--- config.mk ---
export PLATFORM = sky130hd
export DESIGN_NAME = latched_interval_timer
export DESIGN_NICKNAME = d
export VERILOG_FILES = /design/src/rtl/latched_interval_timer.sv
export SDC_FILE = /design/constraint.sdc
export NUM_CORES = 1
export LEC_CHECK = 0
export BUFFER_PORTS_ARGS = -buffer_cell sky130_fd_sc_hd__buf_4
export CAP_MARGIN = 15
export CORE_UTILIZATION = 50
export DETAILED_ROUTE_END_ITERATION = 8
export GPL_ROUTABILITY_DRIVEN = 0
export PLACE_DENSITY = 0.69
export SYNTH_ARGS = -nofsm -noshare
export SYNTH_HDL_FRONTEND = slang
export SYNTH_SLANG_ARGS = --single-unit
--- constraint.sdc ---
create_clock -name clk -period 3.6 [get_ports clk]
set_clock_uncertainty 0.1 [all_clocks]
set_input_delay 0.72 -clock clk [delete_from_list [all_inputs] [get_ports clk]]
set_output_delay 0.72 -clock clk [all_outputs]
set_load 0.05 [all_outputs]
--- src/rtl/latched_interval_timer.sv ---
module latched_interval_timer #(
  parameter int AW       = 4,
  parameter int DW       = 8,
  parameter int T1_BIT   = 6,
  parameter int SR_BIT   = 2,
  parameter int CONT_BIT = 6
) (
  input  logic          clk,
  input  logic          rst_n,
  input  logic          tick,
  input  logic          shift_evt,
  input  logic          bus_wr,
  input  logic [AW-1:0] bus_addr,
  input  logic [DW-1:0] bus_wdata,
  output logic [DW-1:0] bus_rdata,
  output logic          irq
);
  localparam int CW = 2 * DW;
  localparam logic [AW-1:0] A_CLO = AW'(4);
  localparam logic [AW-1:0] A_CHI = AW'(5);
  localparam logic [AW-1:0] A_LLO = AW'(6);
  localparam logic [AW-1:0] A_LHI = AW'(7);
  localparam logic [AW-1:0] A_CTL = AW'(11);
  localparam logic [AW-1:0] A_FLG = AW'(13);
  localparam logic [AW-1:0] A_ENA = AW'(14);
  localparam logic [DW-1:0] FMASK = DW'((1 << T1_BIT) | (1 << SR_BIT));

  logic [CW-1:0] cnt_q, latch_q;
  logic [DW-1:0] ctl_q, flg_q, ena_q;
  logic          armed_q;

  wire wr_clo = bus_wr && bus_addr == A_CLO;
  wire wr_chi = bus_wr && bus_addr == A_CHI;
  wire wr_llo = bus_wr && bus_addr == A_LLO;
  wire wr_lhi = bus_wr && bus_addr == A_LHI;
  wire wr_ctl = bus_wr && bus_addr == A_CTL;
  wire wr_flg = bus_wr && bus_addr == A_FLG;
  wire wr_ena = bus_wr && bus_addr == A_ENA;
  wire load    = wr_clo || wr_chi;
  wire cont    = ctl_q[CONT_BIT];
  wire at_zero = cnt_q == '0;
  wire expire  = tick && !load && at_zero && (cont || armed_q);

  wire [DW-1:0] set_v = (DW'(expire) << T1_BIT) | (DW'(shift_evt) << SR_BIT);
  wire [DW-1:0] clr_v = wr_flg ? (bus_wdata & FMASK) : '0;

  always_ff @(posedge clk) begin
    if (!rst_n) begin
      cnt_q   <= '1;
      latch_q <= '0;
      ctl_q   <= '0;
      flg_q   <= '0;
      ena_q   <= FMASK;
      armed_q <= 1'b1;
    end else begin
      if (wr_clo)      cnt_q <= {cnt_q[CW-1:DW], bus_wdata};
      else if (wr_chi) cnt_q <= {bus_wdata, cnt_q[DW-1:0]};
      else if (tick)   cnt_q <= at_zero ? latch_q - 1'b1 : cnt_q - 1'b1;

      if (wr_llo) latch_q[DW-1:0]  <= bus_wdata;
      if (wr_lhi) latch_q[CW-1:DW] <= bus_wdata;

      if (wr_ctl) ctl_q <= bus_wdata;
      if (wr_ena) ena_q <= bus_wdata & FMASK;

      if (load)                                 armed_q <= 1'b1;
      else if (expire)                          armed_q <= 1'b0;
      else if (wr_ctl && cont && !bus_wdata[CONT_BIT]) armed_q <= 1'b0;

      flg_q <= (flg_q & ~clr_v) | set_v;
    end
  end

  assign irq = |(flg_q & ena_q);

  always_comb begin
    case (bus_addr)
      A_CLO:   bus_rdata = cnt_q[DW-1:0];
      A_CHI:   bus_rdata = cnt_q[CW-1:DW];
      A_LLO:   bus_rdata = latch_q[DW-1:0];
      A_LHI:   bus_rdata = latch_q[CW-1:DW];
      A_CTL:   bus_rdata = ctl_q;
      A_FLG:   bus_rdata = {irq, flg_q[DW-2:0]};
      A_ENA:   bus_rdata = ena_q;
      default: bus_rdata = '0;
    endcase
  end

  assert_load_lo_R2: assert property (@(posedge clk) disable iff (!rst_n)
    wr_clo |=> cnt_q[DW-1:0] == $past(bus_wdata) && cnt_q[CW-1:DW] == $past(cnt_q[CW-1:DW]));

  assert_load_hi_R3: assert property (@(posedge clk) disable iff (!rst_n)
    wr_chi |=> cnt_q[CW-1:DW] == $past(bus_wdata) && cnt_q[DW-1:0] == $past(cnt_q[DW-1:0]));

  assert_latch_keeps_count_R4: assert property (@(posedge clk) disable iff (!rst_n)
    ((wr_llo || wr_lhi) && !tick) |=> $stable(cnt_q));

  assert_expiry_flags_R8: assert property (@(posedge clk) disable iff (!rst_n)
    (tick && !load && at_zero && cont) |=> flg_q[T1_BIT]);

  assert_clear_flag_R9: assert property (@(posedge clk) disable iff (!rst_n)
    (wr_flg && bus_wdata[SR_BIT] && !shift_evt) |=> !flg_q[SR_BIT]);

  assert_hold_no_tick_R11: assert property (@(posedge clk) disable iff (!rst_n)
    (!tick && !load) |=> $stable(cnt_q));

  assert_reload_period_R6: assert property (@(posedge clk) disable iff (!rst_n)
    (tick && !load && at_zero) |=> cnt_q == $past(latch_q) - 1'b1);
endmodule

==> metrics.md, run 1 <==
| Metric | Value |
|---|---|
| Critical path, cell by cell | `or2_2, or4_4, nor2_8, a21oi_1, ha_1, or3b_2, nor4_4, nand3_1, o31ai_4, o2111ai_1, xnor2_1, o211ai_1` |
| Post-Syn Area per Cell | `7.94 um2` |
| Vias in the first global route | `2747` |
| Post-Route WL | `9360 um` |
| Final Setup Violations | `0` |
| Drt wl/cell | `20.6 um` |
| Number of synthesized flops with an enable pin | `0` |
| DR iter-0 viols | `411` |
| YS warnings | `0` |
| DRC viols | `0` |
| Synth async-reset ratio | `0` |
| Worst r2r path cells | `12` |
| Root Buffer Master | `clkbuf_8` |
| Starting Density | `0.523` |
| Area of the mapped netlist | `0.00290 mm2` |
| Setup_tns | `0 ns` |
| Area leader, netlist | `dfxtp_1` |
| Crit path from | `cnt_q[12]$_SDFFE_PN1P_` |
| CP delay by family, top | `simple AND/OR/NAND/NOR gates` |
| Die area | `0.00611 mm2` |
| Layout cells sized above 1 | `0.183` |
| Chip Height | `78.1 um` |
| Worst path depth | `12` |
| Clk_lat worst skew | `0.30 ns` |
| Max-cap viol count | `0` |
| Reg2reg setup slack | `0.24 ns` |
| Reg2reg start | `cnt_q[12]$_SDFFE_PN1P_` |
| Slew headroom | `0.544` |
| Reg-to-Reg End | `cnt_q[14]$_SDFFE_PN1P_` |
| TritonCTS clock tree | `done` |
| Final antenna-violating net count | `0` |
| CTS H-tree lvls | `2` |
| Placed cell area | `0.00316 mm2` |
| Distinct cell type count after synthesis | `62` |
| PwrDens | `337 mW/mm2` |
| Startpoint Class | `register` |
| List of most frequent post-synthesis cells | `nand2_1 (48), dfxtp_1 (45), nand3_1 (32)` |
| Total grt overflow | `0` |
| Fin crit period | `3.36 ns` |
| Layout Utilization | `0.596` |
| IO Count | `26` |
| CP Data Arrival Time | `3.42 ns` |
| Via count | `3057` |
| Cell area after layout | `0.00330 mm2` |
| Cts bufs inserted | `5` |
| Status | `finished clean` |
| Core area | `0.00554 mm2` |
| CTS sink count | `45` |
| Most common cell in the netlist | `nand2_1` |
| Global-route wire length before repair | `14800 um` |
| CTS Hold Buffers Added | `0` |
| Leak | `1.23 nW` |
| Max stage delay on crit path | `0.52 ns` |
| Clock-pin slew on the worst setup and hold paths | `0.09 ns` |
| Final slew viol count | `0` |
| Register bit total from synthesis | `45` |
| Post-synthesis net count | `383` |
| Ranking of synthesized cells by area | `dfxtp_1 (31%), a21boi_0 (6.5%), nand2_1 (6.2%)` |
| Final hold viol count | `0` |
| Critical Path RT | `3.66 ns` |
| Synth top area share | `0.311` |
| Crit path to | `cnt_q[14]$_SDFFE_PN1P_` |
| Mapped Cells | `365` |
| Crit share post-route | `0.932` |
| Initial antenna violation count | `0` |
| Post-detail-place hpwl | `6360 um` |
| Vias per cell | `6.72` |
| Die Width | `78.1 um` |
| GR Util All Layers | `0.316` |
| Number of diodes | `0` |
| CTS Buffer Depth | `2` |
| Largest net degree at the start of global routing | `48` |
| Sequential element share of the synthesized area | `0.311` |
| Worst IR Drop VDD | `0.219 mV` |
| Crit path buffers/inverters | `0` |
| Num rows | `27` |
| IO buf count | `25` |
| HP Class | `register to register` |
| Area Overhead vs Synth | `13.9%` |
| RSZ-0062 raised after global routing | `no` |
| CP max stage cell | `or3b_2` |
| Tightest Pin Transition | `0.683 ns` |
| Initial DRT Pass Iterations | `5` |
| Max Fclk | `298 MHz` |
| Crit Path Max Fanout | `9` |
| WS Path Type | `register to register` |
| Crit end category | `register` |
| Top FF cell, synth | `dfxtp_1` |
| Fin nets | `400` |
-- report_power, final --
| part | leakage (nW) | internal (mW) | total [mW] | switching, mW |
|---|---|---|---|---|
| sequential | 0.365 | 0.512 | 0.528 | 0.0163 |
| combinational | 0.802 | 0.0665 | 0.180 | 0.114 |
| clock | 0.0585 | 0.227 | 0.405 | 0.178 |
-- per-stage QoR --
stage | setup WS [ns] | hold WS [ns] | std cells | total power [mW]
after floorplan | 0.331 | 0.343 | 365 | 0.644
after global placement | 0.212 | 0.351 | 447 | 0.714
after detailed placement | 0.0592 | 0.361 | 447 | 0.714
after CTS | 0.0344 | 0.372 | 455 | 1.12
after global routing | 0.0210 | 0.393 | 455 | 1.15
final | 0.244 | 0.372 | 455 | 1.11
-- flip-flops by register name, summed over array words and instances, names as in the netlist --
name and flops:
armed_q 1, cnt_q 16, ctl_q 8, ena_q 2, flg_q 2, latch_q 16
-- layer usage --
layer,up-vias,track usage,part of all wire
met3,38,0.0488,0.094
met1,1440,0.428,0.41
met5,-,0,0
li1,1397,-,-
met2,182,0.492,0.45
met4,0,0.143,0.043
-- layout by cell type, fill, tap and decap left out, types with 3 or more instances in the layout --
master	synthesis	routed
a21boi_0	25	25
a21oi_1	19	19
a221o_1	6	6
a22oi_1	9	9
buf_4	0	39
clkbuf_8	0	6
dfxtp_1	45	43
mux2i_1	16	16
nand2_1	48	48
nand3_1	32	32
nand3b_1	3	3
nor2_1	19	19
nor3_1	13	12
o211ai_1	10	10
o21ai_0	14	14
o21ai_1	4	4
or4_1	3	3
or4_4	3	3
xnor2_1	4	4
xor2_1	5	5
-- how the worst min path moves through the flow --
stage                             to  slack [ns]  cells past startpoint                   from
2_1_floorplan  ctl_q[7]$_SDFFE_PN0P_        0.34                      2  ctl_q[7]$_SDFFE_PN0P_
3_3_place_gp   ctl_q[3]$_SDFFE_PN0P_        0.35                      2  ctl_q[3]$_SDFFE_PN0P_
3_5_place_dp   ctl_q[3]$_SDFFE_PN0P_        0.36                      2  ctl_q[3]$_SDFFE_PN0P_
4_1_cts        ctl_q[3]$_SDFFE_PN0P_        0.37                      2  ctl_q[3]$_SDFFE_PN0P_
5_1_grt        ctl_q[7]$_SDFFE_PN0P_        0.39                      2  ctl_q[7]$_SDFFE_PN0P_
6_report       ctl_q[3]$_SDFFE_PN0P_        0.37                      2  ctl_q[3]$_SDFFE_PN0P_
-- final cells by class --
| class | instances | area, um2 |
|---|---|---|
| clock inverters | 1 | 30.0 |
| clock buffers | 7 | 86.3 |
| flip-flops and latches | 45 | 903 |
| well taps | 72 | 90.1 |
| multi-input cells | 289 | 1890 |
| fillers | 550 | 2240 |
| inverters | 2 | 7.51 |
| repair buffers | 39 | 293 |
-- worst register-to-register path, cell delays in order (launching register included) --
cell       delay, ns
dfxtp_1         0.40
or2_2           0.20
or4_4           0.24
nor2_8          0.06
a21oi_1         0.18
ha_1            0.21
or3b_2          0.52
nor4_4          0.30
nand3_1         0.19
o31ai_4         0.38
o2111ai_1       0.18
xnor2_1         0.16
o211ai_1        0.09
-- repair_timing --
| action | 4_1_cts | 5_1_grt |
|---|---|---|
| buffers inserted | 0 | 0 |
| resized for setup | 0 | 6 |
| setup endpoints to repair | 0 | 4 |
| endpoints found under the hold margin | 0 | 0 |
-- cell families after synthesis --
group / count (synthesis) / share of synthesized area
simple gates: 151 / 0.278
compound gates: 111 / 0.271
flops: 45 / 0.311
buf+inv: 31 / 0.0496
mux: 17 / 0.0591
xor+xnor: 9 / 0.0272
fa+ha+maj: 1 / 0.00432
Note: power is estimated with default switching activity, not from simulation.
==> inputs of run 2 (changes only) <==
==> constraint.sdc (replaced) <==
create_clock -name clk -period 4.2 [get_ports clk]
set_clock_uncertainty 0.1 [all_clocks]
set_input_delay 0.84 -clock clk [delete_from_list [all_inputs] [get_ports clk]]
set_output_delay 0.84 -clock clk [all_outputs]
set_load 0.05 [all_outputs]
==> metrics.md, run 2 (same netlist as run 1, synthesis figures left out) <==
| Metric | Value |
|---|---|
| CP Data Arrival Time | `3.69 ns` |
| # resized after CTS | `0` |
| CTS H-tree lvls | `2` |
| Clock-pin slew on the worst setup and hold paths | `0.09 ns` |
| Final antenna-violating net count | `0` |
| Clk_lat worst skew | `0.31 ns` |
| Vias per cell | `6.71` |
| Most common cell after layout, fill and taps aside | `nand2_1` |
| GR Util All Layers | `0.305` |
| IO buf count | `25` |
| Leak | `1.15 nW` |
| CTS Buffer Depth | `2` |
| Largest net degree at the start of global routing | `48` |
| RSZ-0062 raised after global routing | `no` |
| Final slew viol count | `0` |
| Initial DRT Pass Iterations | `5` |
| Total grt overflow | `0` |
| Layout cells sized above 1 | `0.148` |
| Final Setup Violations | `0` |
| Root Buffer Master | `clkbuf_8` |
| Post-detail-place hpwl | `6150 um` |
| DR iter-0 viols | `285` |
| Max-cap viol count | `0` |
| Tightest Pin Transition | `0.670 ns` |
| Fin nets | `388` |
| Status | `finished clean` |
| CTS Hold Buffers Added | `0` |
| Regs by FF count | `cnt_q: 16 flops, latch_q: 16 flops, ctl_q: 8 flops` |
| Most frequent cells in the layout | `nand2_1 (48), dfxtp_1 (45), nand3_1 (32)` |
| Global-route wire length before repair | `14200 um` |
| Crit end category | `register` |
| Vias in the first global route | `2700` |
| Drt wl/cell | `20.3 um` |
| Crit Path Max Fanout | `23` |
| Num rows | `27` |
| Die area | `0.00611 mm2` |
| Core area | `0.00554 mm2` |
| Area Overhead vs Synth | `8.89%` |
| Critical Path RT | `4.27 ns` |
| Worst IR Drop VDD | `0.208 mV` |
| DRC viols | `0` |
| Die Width | `78.1 um` |
| Setup_tns | `0 ns` |
| Layout Utilization | `0.570` |
| Chip Height | `78.1 um` |
| Slew headroom | `0.553` |
| Startpoint Class | `register` |
| Via count | `2974` |
| HP Class | `register to register` |
| CTS sink count | `45` |
| Post-Route WL | `9010 um` |
| Crit share post-route | `0.863` |
| Initial antenna violation count | `0` |
| Number of diodes | `0` |
| IO Count | `26` |
| Max Fclk | `276 MHz` |
| Starting Density | `0.523` |
| TritonCTS clock tree | `done` |
| Fin crit period | `3.62 ns` |
| Post CTS Setup Buffer Count | `0` |
| PwrDens | `278 mW/mm2` |
| Filler cell count | `547` |
| Final hold viol count | `0` |
| WS Path Type | `register to register` |
| Cts bufs inserted | `5` |
[run 2: final cells by class]
cell class	count	area [um2]	area share
multi-input cells	289	1860	0.591
flip-flops and latches	45	901	0.285
clock inverters	3	22.5	0.00713
repair buffers	27	203	0.0642
well taps	72	90.1	0.0285
clock buffers	5	68.8	0.0218
inverters	2	7.51	0.00238
[run 2: through the flow]
stage | setup WS (ns) | instances | instance area (um2) | hold slack (ns) | total power, mW
3_5_place_dp | 0.650 | 435 | 3070 | 0.359 | 0.605
5_1_grt | 0.319 | 443 | 3160 | 0.392 | 0.906
4_1_cts | 0.638 | 443 | 3160 | 0.372 | 0.877
6_report | 0.576 | 443 | 3160 | 0.375 | 0.876
3_3_place_gp | 0.817 | 435 | 3070 | 0.352 | 0.604
2_1_floorplan | 0.728 | 365 | 2900 | 0.343 | 0.552
[run 2: worst paths after layout]
path	start	cells past startpoint	slack [ns]	end
hold / removal	ctl_q[5]$_SDFFE_PN0P_	2	0.37	ctl_q[5]$_SDFFE_PN0P_
setup / recovery	cnt_q[5]$_SDFFE_PN1P_	12	0.58	cnt_q[12]$_SDFFE_PN1P_
hold reg to reg	ctl_q[5]$_SDFFE_PN0P_	2	0.37	ctl_q[5]$_SDFFE_PN0P_
setup reg to reg	cnt_q[5]$_SDFFE_PN1P_	12	0.58	cnt_q[12]$_SDFFE_PN1P_
[run 2: worst max-delay path: stages, from the launching register on]
cell,delay (ns)
dfxtp_1,0.47
or3_1,0.24
or4_4,0.25
nor2_8,0.10
a21oi_1,0.23
ha_1,0.23
or3b_2,0.50
nor4_2,0.33
nand3_1,0.16
o31ai_2,0.38
o211ai_1,0.19
xnor2_1,0.20
o211ai_1,0.09
[run 2: routing by layer]
metal	track usage	vias to the layer above	share of wire	wire, um
li1	-	1373	-	-
met4	0.128	0	0.032	286
met5	0	-	0	0
met2	0.479	154	0.46	4120
met1	0.416	1418	0.43	3920
met3	0.0453	29	0.077	690
[run 2: where the power goes]
group	switching, mW	leakage [nW]	internal, mW
sequential	0.0192	0.366	0.439
clock	0.161	0.0364	0.117
combinational	0.0897	0.743	0.0507
==> inputs of run 3 (changes only) <==
--- a/config.mk
+++ b/config.mk
@@ -7,10 +7,10 @@
 export LEC_CHECK = 0
 export BUFFER_PORTS_ARGS = -buffer_cell sky130_fd_sc_hd__buf_4
 export CAP_MARGIN = 15
-export CORE_UTILIZATION = 50
+export CORE_UTILIZATION = 64
 export DETAILED_ROUTE_END_ITERATION = 8
 export GPL_ROUTABILITY_DRIVEN = 0
-export PLACE_DENSITY = 0.69
+export PLACE_DENSITY = 0.85
 export SYNTH_ARGS = -nofsm -noshare
 export SYNTH_HDL_FRONTEND = slang
 export SYNTH_SLANG_ARGS = --single-unit
==> metrics.md, run 3 (same netlist as run 1, synthesis figures left out) <==
| Metric | Value |
|---|---|
| Status | `finished clean` |
| Post-detail-place hpwl | `5870 um` |
| Most common cell after layout, fill and taps aside | `nand2_1` |
| HP Class | `register to register` |
| PwrDens | `301 mW/mm2` |
| Post CTS Setup Buffer Count | `0` |
| Layout cells sized above 1 | `0.146` |
| Initial antenna violation count | `0` |
| Critical Path RT | `4.27 ns` |
| Crit Path Max Fanout | `23` |
| DR iter-0 viols | `418` |
| Die Width | `69.3 um` |
| Most frequent cells in the layout | `nand2_1 (48), dfxtp_1 (45), nand3_1 (32)` |
| Crit end category | `register` |
| Multi-input gate area | `0.00186 mm2` |
| Crit share post-route | `0.863` |
| Clock-pin slew on the worst setup and hold paths | `0.09 ns` |
| Fin crit period | `3.63 ns` |
| Num rows | `24` |
| Final slew viol count | `0` |
| Setup_tns | `0 ns` |
| Filler cell count | `349` |
| Max-cap viol count | `0` |
| Regs by FF count | `cnt_q: 16 flops, latch_q: 16 flops, ctl_q: 8 flops` |
| IO Count | `26` |
| Core area | `0.00435 mm2` |
| FF+latch area | `901 um2` |
| Final hold viol count | `0` |
| Post-Route WL | `8700 um` |
| Worst IR Drop VDD | `0.215 mV` |
| CTS sink count | `45` |
| Max Fclk | `276 MHz` |
| GR Util All Layers | `0.371` |
| Cts bufs inserted | `5` |
| CTS Buffer Depth | `2` |
| Total grt overflow | `0` |
| Vias in the first global route | `2850` |
| Final antenna-violating net count | `0` |
| Chip Height | `69.3 um` |
| Die area | `0.00480 mm2` |
| Slew headroom | `0.596` |
| Leak | `1.16 nW` |
| Tightest Pin Transition | `0.606 ns` |
| # resized after CTS | `0` |
| Area Overhead vs Synth | `8.85%` |
| Clk_lat worst skew | `0.31 ns` |
| Root Buffer Master | `clkbuf_8` |
| Global-route wire length before repair | `14000 um` |
| CP Data Arrival Time | `3.70 ns` |
| IO buf count | `25` |
| WS Path Type | `register to register` |
| CTS H-tree lvls | `2` |
| Largest net degree at the start of global routing | `48` |
| Final WS setup | `0.574 ns` |
| DRC viols | `0` |
| Vias per cell | `7.13` |
| Via count | `3014` |
| RSZ-0062 raised after global routing | `no` |
| Number of diodes | `0` |
| Setup WS pre-CTS | `0.650 ns` |
| Initial DRT Pass Iterations | `5` |
| Starting Density | `0.666` |
| Drt wl/cell | `20.6 um` |
| CTS Hold Buffers Added | `0` |
| Startpoint Class | `register` |
| Final Setup Violations | `0` |
| TritonCTS clock tree | `done` |
| Fin nets | `388` |
## run 3: worst max-delay path, cell delays in order, from the launching register on
cell,delay [ns]
dfxtp_1,0.49
or3_1,0.25
or4_4,0.24
nor2_8,0.09
a21oi_1,0.22
ha_1,0.23
or3b_2,0.50
nor4_2,0.33
nand3_1,0.16
o31ai_2,0.38
o2111ai_1,0.19
xnor2_1,0.18
o211ai_1,0.10
## run 3: final timing paths
path / slack (ns) / cells past startpoint / start / endpoint
max reg2reg: 0.57 / 12 / cnt_q[5]$_SDFFE_PN1P_ / cnt_q[14]$_SDFFE_PN1P_
min reg2reg: 0.38 / 2 / ctl_q[3]$_SDFFE_PN0P_ / ctl_q[3]$_SDFFE_PN0P_
min: 0.38 / 2 / ctl_q[3]$_SDFFE_PN0P_ / ctl_q[3]$_SDFFE_PN0P_
max: 0.57 / 12 / cnt_q[5]$_SDFFE_PN1P_ / cnt_q[14]$_SDFFE_PN1P_
## run 3: power breakdown
part           switching, mW  internal [mW]
combinational         0.0892         0.0509
sequential            0.0194          0.439
clock                  0.159          0.194
total                  0.267          0.683
## run 3: cell type report
cell class,count,area share
timing repair buffer,27,0.0642
sequential,45,0.285
clock inverter,2,0.0119
inverter,2,0.00238
clock buffer,6,0.0262
multi-input combinational,289,0.589
tap,52,0.0206
## run 3: per-stage QoR
| step | area [um2] | total power [mW] | utilization | std cells | hold WS (ns) |
|---|---|---|---|---|---|
| 6_report | 3160 | 0.950 | 0.725 | 423 | 0.381 |
| 2_1_floorplan | 2900 | 0.552 | - | 365 | 0.343 |
| 5_1_grt | 3160 | 0.975 | 0.725 | 423 | 0.403 |
| 3_5_place_dp | 3040 | 0.603 | 0.697 | 415 | 0.369 |
| 3_3_place_gp | 3040 | 0.601 | 0.697 | 415 | 0.351 |
| 4_1_cts | 3160 | 0.947 | 0.725 | 423 | 0.381 |
## run 3: metal layers
layer | up-vias | share of wire | global-route usage
li1 | 1371 | - | -
met1 | 1422 | 0.41 | 0.500
met2 | 177 | 0.45 | 0.572
met3 | 44 | 0.10 | 0.0654
met4 | 0 | 0.046 | 0.181
met5 | - | 0 | 0
